--- config.mk ---
export PLATFORM = sky130hd
export DESIGN_NAME = spiclk_gen
export DESIGN_NICKNAME = d
export VERILOG_FILES = /design/src/rtl/spiclk_pkg.sv /design/src/rtl/spiclk_phase_counter.sv /design/src/rtl/spiclk_edge_decode.sv /design/src/rtl/spiclk_out_stage.sv /design/src/rtl/spiclk_gen.sv
export SDC_FILE = /design/constraint.sdc
export NUM_CORES = 1
export LEC_CHECK = 0
export ABC_AREA = 1
export BUFFER_PORTS_ARGS = -buffer_cell sky130_fd_sc_hd__buf_4
export CAP_MARGIN = 20
export CORE_MARGIN = 2
export CORE_UTILIZATION = 35
export CTS_BUF_LIST = sky130_fd_sc_hd__clkbuf_16
export DETAILED_ROUTE_END_ITERATION = 8
export PLACE_DENSITY = 0.6
export SETUP_SLACK_MARGIN = 0.05
export SLEW_MARGIN = 20
export SYNTH_ARGS = -nofsm -noshare
export SYNTH_HDL_FRONTEND = slang
export SYNTH_SLANG_ARGS = --single-unit
--- constraint.sdc ---
create_clock -name clk_ref -period 2.91 [get_ports clk_ref]
set_input_delay 0.4365 -clock clk_ref [delete_from_list [all_inputs] [get_ports clk_ref]]
set_output_delay 0.4365 -clock clk_ref [all_outputs]
set_load 0.05 [all_outputs]
--- src/rtl/spiclk_pkg.sv ---
package spiclk_pkg;
  localparam int CNT_W = 6;

  typedef logic [CNT_W-1:0] cnt_t;

  // Next phase value: wrap to zero at or beyond the period count.
  function automatic cnt_t phase_next(input cnt_t cur, input cnt_t per);
    if (cur >= per) return '0;
    return cur + 1'b1;
  endfunction

  // True while the phase is within the active part of the period.
  function automatic logic phase_is_active(input cnt_t cur, input cnt_t hi);
    return (cur <= hi);
  endfunction

  // True on the first phase past the active part.
  function automatic logic phase_is_trail(input cnt_t cur, input cnt_t hi);
    return ({1'b0, cur} == ({1'b0, hi} + 1'b1));
  endfunction
endpackage

--- src/rtl/spiclk_phase_counter.sv ---
module spiclk_phase_counter
  import spiclk_pkg::*;
(
  input  logic clk_ref,
  input  logic rst_n,
  input  logic run,
  input  cnt_t per_cnt,
  output cnt_t phase
);
  always_ff @(posedge clk_ref or negedge rst_n) begin
    if (!rst_n)   phase <= '0;
    else if (!run) phase <= '0;
    else          phase <= phase_next(phase, per_cnt);
  end
endmodule

--- src/rtl/spiclk_edge_decode.sv ---
module spiclk_edge_decode
  import spiclk_pkg::*;
(
  input  cnt_t phase,
  input  cnt_t hi_cnt,
  output logic in_active,
  output logic at_lead,
  output logic at_trail
);
  always_comb begin
    in_active = phase_is_active(phase, hi_cnt);
    at_lead   = (phase == '0);
    at_trail  = phase_is_trail(phase, hi_cnt);
  end
endmodule

--- src/rtl/spiclk_out_stage.sv ---
module spiclk_out_stage (
  input  logic clk_ref,
  input  logic rst_n,
  input  logic run,
  input  logic in_active,
  input  logic at_lead,
  input  logic at_trail,
  input  logic noinv,
  input  logic idle_lvl,
  output logic sck_q,
  output logic lead_q,
  output logic trail_q
);
  always_ff @(posedge clk_ref or negedge rst_n) begin
    if (!rst_n) begin
      sck_q   <= 1'b0;
      lead_q  <= 1'b0;
      trail_q <= 1'b0;
    end else if (!run) begin
      sck_q   <= idle_lvl;
      lead_q  <= 1'b0;
      trail_q <= 1'b0;
    end else begin
      sck_q   <= in_active ^ noinv;
      lead_q  <= at_lead;
      trail_q <= at_trail;
    end
  end
endmodule

--- src/rtl/spiclk_gen.sv ---
module spiclk_gen
  import spiclk_pkg::*;
#(
  parameter int CFG_W    = 32,
  parameter int PER_LSB  = 0,
  parameter int HI_LSB   = 6,
  parameter int DIV_LSB  = 12,
  parameter int SRC_BIT  = 31
) (
  input  logic             clk_ref,
  input  logic             rst_n,
  input  logic [CFG_W-1:0] clock_cfg,
  input  logic             clk_noinv,
  input  logic             idle_high,
  input  logic             clk_req,
  output logic             sck,
  output logic             lead_stb,
  output logic             trail_stb
);
  localparam int PER_MSB = PER_LSB + CNT_W - 1;
  localparam int HI_MSB  = HI_LSB + CNT_W - 1;
  localparam int DIV_MSB = DIV_LSB + CNT_W - 1;

  cnt_t per_cnt, hi_cnt, div_fld;
  logic src_sel;
  cnt_t phase;
  logic in_active, at_lead, at_trail;

  assign per_cnt = clock_cfg[PER_MSB:PER_LSB];
  assign hi_cnt  = clock_cfg[HI_MSB:HI_LSB];
  // Divider field and source flag are decoded but do not steer timing.
  assign div_fld = clock_cfg[DIV_MSB:DIV_LSB];
  assign src_sel = clock_cfg[SRC_BIT];

  logic unused_cfg;
  assign unused_cfg = ^{div_fld, src_sel};

  spiclk_phase_counter u_cnt (
    .clk_ref (clk_ref),
    .rst_n   (rst_n),
    .run     (clk_req),
    .per_cnt (per_cnt),
    .phase   (phase)
  );

  spiclk_edge_decode u_dec (
    .phase     (phase),
    .hi_cnt    (hi_cnt),
    .in_active (in_active),
    .at_lead   (at_lead),
    .at_trail  (at_trail)
  );

  spiclk_out_stage u_out (
    .clk_ref   (clk_ref),
    .rst_n     (rst_n),
    .run       (clk_req),
    .in_active (in_active),
    .at_lead   (at_lead),
    .at_trail  (at_trail),
    .noinv     (clk_noinv),
    .idle_lvl  (idle_high),
    .sck_q     (sck),
    .lead_q    (lead_stb),
    .trail_q   (trail_stb)
  );
endmodule

Yosys cells after proc, flatten, opt, wreduce, memory -nomap -nowiden
Cells that the tools add are included.
Storage, ports and cells
  register bits after elaboration: 9
  input port bits: 37
  output and inout port bits: 3
Operators by class
  add/subtract/negate cells: 2
  $lt $le $gt $ge: 2
  equality and inequality tests: 1
  mux-type cells: 8
  bitwise operators: 1
  reductions and logical operators: 1
Operators with widths (number)
  $mux W6: 3
  $add A6 B1 Y7 const B: 1
  $eq A6 B7 Y1: 1
  $add A6 B1 Y6 const B: 1
  $ge A6 B6 Y1: 1
  $le A6 B6 Y1: 1
  $logic_not A6 Y1: 1
  $mux W1: 5
  $xor A1 B1 Y1: 1

Logic depth before layout (Yosys ltp)
  depth in word-level cells: 5
  depth in mapped cells: 11

Cells and area by module
Synthesis repeated with hierarchy kept, for this count alone.
Second synthesis, totals
  cells, all modules: 141
  area, all modules: 917.1 um2
By module, submodules not included
  spiclk_phase_counter: times used 1, cells each 55, area each 422.9 um2
  spiclk_edge_decode: times used 1, cells each 71, area each 372.9 um2
  spiclk_out_stage: times used 1, cells each 15, area each 121.4 um2

Least setup slack after synthesis
Ideal clock, no wire load.
  path kind: input port to flip-flop
  start: input clock_cfg[3]
  end: register u_cnt.phase[5]
  setup time: 0.071 ns
  arrival time: 1.289 ns
  path slack: 1.551 ns
  stages on the path: 7
  buffers on the path: 0
  cell sequence: inv_1 -> ha_1 -> a21oi_1 -> nor2_1 -> nor2_1 -> nand3_1 -> nor2_2
Between the ends
  word-level cells in the longest chain between the ends: 5
RTL lines
  from (decl): line spiclk_gen.sv:12  | input logic [CFG_W-1:0] clock_cfg,
  $ge A6 B6 Y1: line spiclk_pkg.sv:8  | if (cur >= per) return '0;
  $mux W1: line spiclk_pkg.sv:8
  $mux W1: line spiclk_phase_counter.sv:12  | else if (!run) phase <= '0;
  $mux W6: line spiclk_pkg.sv:9  | return cur + 1'b1;
  $mux W6: line spiclk_phase_counter.sv:12
  to (signal assigned): line spiclk_phase_counter.sv:13  | else phase <= phase_next(phase, per_cnt);
  to (decl): line spiclk_phase_counter.sv:8  | output cnt_t phase
Every way passes these cells. The select of a mux whose other input is x is not followed.

Final worst setup path
  start: register u_cnt.phase[3]
  end: register u_cnt.phase[0]
Between the ends
  word-level cells in the longest chain between the ends: 5
RTL lines (line)
  $ge A6 B6 Y1: spiclk_pkg.sv:8
  $mux W1: spiclk_pkg.sv:8
  $mux W1: spiclk_phase_counter.sv:12
  $mux W6: spiclk_pkg.sv:9
  $mux W6: spiclk_phase_counter.sv:12
Every way passes these cells. The select of a mux whose other input is x is not followed.

==> metrics.csv <==
stage;metric;value;unit
yosys;synthDistinctLibCells;17;
setup_path;worst-path-max-fanout;7;
yosys;synth.mux.area_fraction;0;%
timing;setup_tns;0;ns
yosys;netlist_instances;114;
flow_run;drv_cap;0;
cells_and_area;area_growth_syn_to_layout;30.2;%
power;swShare;25.7;%
power;seqPwrFrac;29.6;%
clocking;ctsLongestPathBuffers;2;
clocking;postCtsSetupBuffers;0;
power;power_frac_comb;21.8;%
power;power.leakage;0.612;nW
detailed_routing;ant_nets;0;
grt;grt_max_degree;10;
yosys;syn_nets;166;
cells_and_area;register_area;225;µm²
timing;tightest_slew;0.333;ns
yosys;syn_area;848;µm²
cells_and_area;nNetsFinal;190;
cells_and_area;final_cell_mix;inv_1 (23), nand2_1 (21), buf_4 (19), nor2_1 (15), ha_1 (15);
timing;maxSlewViolCount;0;
clocking;cts_sinks;9;
floorplan;die_h;53.2;µm
clocking;post_cts_resized;0;
cells_and_area;diodes;0;
setup_path;cp_data_arrival_time;1.71;ns
floorplan;initial_core_util;37.6;%
clocking;htree_levels;1;
setup_path;cp_common_cell;nor2_1;
clocking;clk_pin_slew;0.04;ns
power;peakVddDrop;0.626;mV
power;power_density;441;nW/µm²
power;intPower;362;µW
yosys;synth-seq-cells;9;
yosys;synthAdderAreaFrac;22.1;%
cells_and_area;fin_cells;165;
timing;rsz0062_at_grt;no;
grt;grt_pass1_vias;744;
setup_path;worstSetupStartpointType;flip-flop;
yosys;synth_warnings;0;
setup_path;worstSetupPathDepth;6;
setup_path;crit_buf_inv;0;
setup_path;critPathCaptureType;flip-flop;
timing;slew_headroom;77.8;%
grt;grt_overflow;0;
placed_design;dp.cells;161;
floorplan;io_pins;40;
detailed_routing;vias_per_cell;4.62;
yosys;synth-seq-area-share;26.5;%
floorplan;die_width;53.2;µm
power;power;487;µW
grt;antenna_found_initial;0;
hold_path;worst_hold_path_type;in2async;
placed_design;hpwl;1410;µm
timing;worst_slack;1.35;ns
clocking;clock_latency;0.23;ns
setup_path;cp_cell_sequence;ha_1, a21oi_1, nor2_1, nor2_1, nand3_1, nor2_1;
yosys;synth_top_family_by_area;simple AND/OR/NAND/NOR gates;
timing;hold_viol;0;
placed_design;dp_slack;1.32;ns
clocking;postCtsHoldBufs;0;
clocking;cts_tree;done;
detailed_routing;firstDrtPassIters;3;
detailed_routing;num_vias;762;
clocking;cts-root-buf;clkbuf_16;
floorplan;coreArea;2250;µm²
cells_and_area;fin_util;49.0;%
timing;period_share;53.5;%
floorplan;die-area;2830;µm²
placed_design;placed_area;1030;µm²
setup_path;path_delay_family;flip-flops;
yosys;synth_top_cell_area_share;26.5;%
cells_and_area;multi_input_area;541;µm²
setup_path;required;3.07;ns
yosys;synth_xor_xnor_area_share;10.3;%
detailed_routing;drt_iter0_markers;8;
cells_and_area;final_common_cell;inv_1;
timing;fin_skew;0.000920;ns
yosys;synth_area_leaders;dfrtp_1 (27%), ha_1 (22%), inv_1 (9.7%);
timing;fin_crit;1.56;ns
yosys;yosysTopAreaCell;dfrtp_1;
setup_path;cp_slowest_stage_delay;0.51;ns
placed_design;gp_congestion;0.781;
timing;holdWs;0.0180;ns
detailed_routing;routedWlPerCell;10.3;µm
setup_path;reg2regPathDepth;6;
power;clockPowerShare;48.7;%
yosys;yosys.area_share.simple;27.4;%
grt;grtUsageTotal;15.0;%
cells_and_area;nFillCells;246;
timing;fmax;643;MHz
timing;setup_viol;0;
detailed_routing;wirelength;1700;µm
outcome;status;finished clean;
yosys;synth_compound_area_share;3.83;%
placed_design;portBuffers;19;
floorplan;rows;17;
cells_and_area;design_area;1100;µm²
detailed_routing;drc;0;
setup_path;crit_path_top_delay_cell;dfrtp_1;
yosys;syn_area_per_cell;7.44;µm²
cells_and_area;layout-drive-gt1-share;18.2;%
grt;grt_pass1_wl;3060;µm
power;p_switching;125;µW
clocking;cts-buffers-inserted;3;
setup_path;critical_path_class;reg2reg;
synthesized netlist by cell type:
master	count
nand4_1	1
nor2_1	15
xnor2_1	7
ha_1	15
nand3b_1	1
nor2_2	1
o21ai_0	2
nand3_2	1
nor3_1	1
a21oi_1	3
nand2_1	21
xor2_1	3
a21boi_0	1
nor3b_2	1
nand3_1	10
dfrtp_1	9
inv_1	22
cells by family after synthesis:
kind of cell | Yosys count
AND/OR/NAND/NOR | 52
buffers and inverters | 22
adder cells (fa/ha/maj) | 15
XOR/XNOR | 10
flip-flops | 9
AO/OA/AOI/OAI | 6
worst paths after layout:
check / startpoint / end / slack (ns)
setup / recovery: u_cnt.phase[3]$_DFF_PN0_ / u_cnt.phase[0]$_DFF_PN0_ / 1.35
hold / removal: rst_n / u_cnt.phase[2]$_DFF_PN0_ / 0.02
setup reg to reg: u_cnt.phase[3]$_DFF_PN0_ / u_cnt.phase[0]$_DFF_PN0_ / 1.35
hold reg to reg: u_cnt.phase[0]$_DFF_PN0_ / u_cnt.phase[0]$_DFF_PN0_ / 0.51
max in group asynchronous: rst_n / u_out.sck_q$_DFF_PN0_ / 2.76
min in group clk_ref: idle_high / u_out.sck_q$_DFF_PN0_ / 0.41
worst reg2reg max path, delay by kind of cell (launching register included):
family / cells / cell delay (ns)
fa+ha+maj: 1 / 0.31
simple gates: 4 / 0.52
compound gates: 1 / 0.15
flops: 1 / 0.51
sequential cells by signal (all words and copies together), names as in the netlist:
register	cells
u_out.sck_q	1
u_out.lead_q	1
u_out.trail_q	1
u_cnt.phase	6
per-layer routing:
metal  track usage [%]  vias up  share of wire, %
met3             0.847        2               2.6
met4              7.69        0               1.7
met2              25.3       10                48
li1                  -      404                 -
met1              19.2      346                47
met5                 0        -                 0
layout make-up:
type / count / share of cell area [%]
flip-flops and latches: 9 / 20.4
repair buffers: 19 / 12.9
multi-input cells: 83 / 48.9
clock buffers: 3 / 6.80
inverters: 22 / 7.47
clock inverters: 1 / 0.340
well taps: 28 / 3.17
power groups by stage:
stage | logic [mW] | clock network, mW | registers (mW)
finish | 0.106 | 0.237 | 0.144
global placement | 0.104 | 0 | 0.145
global route | 0.123 | 0.249 | 0.145
detailed placement | 0.108 | 0 | 0.146
CTS | 0.108 | 0.242 | 0.144
floorplan | 0.0569 | 0 | 0.154
(Power assumes the default switching activity.)
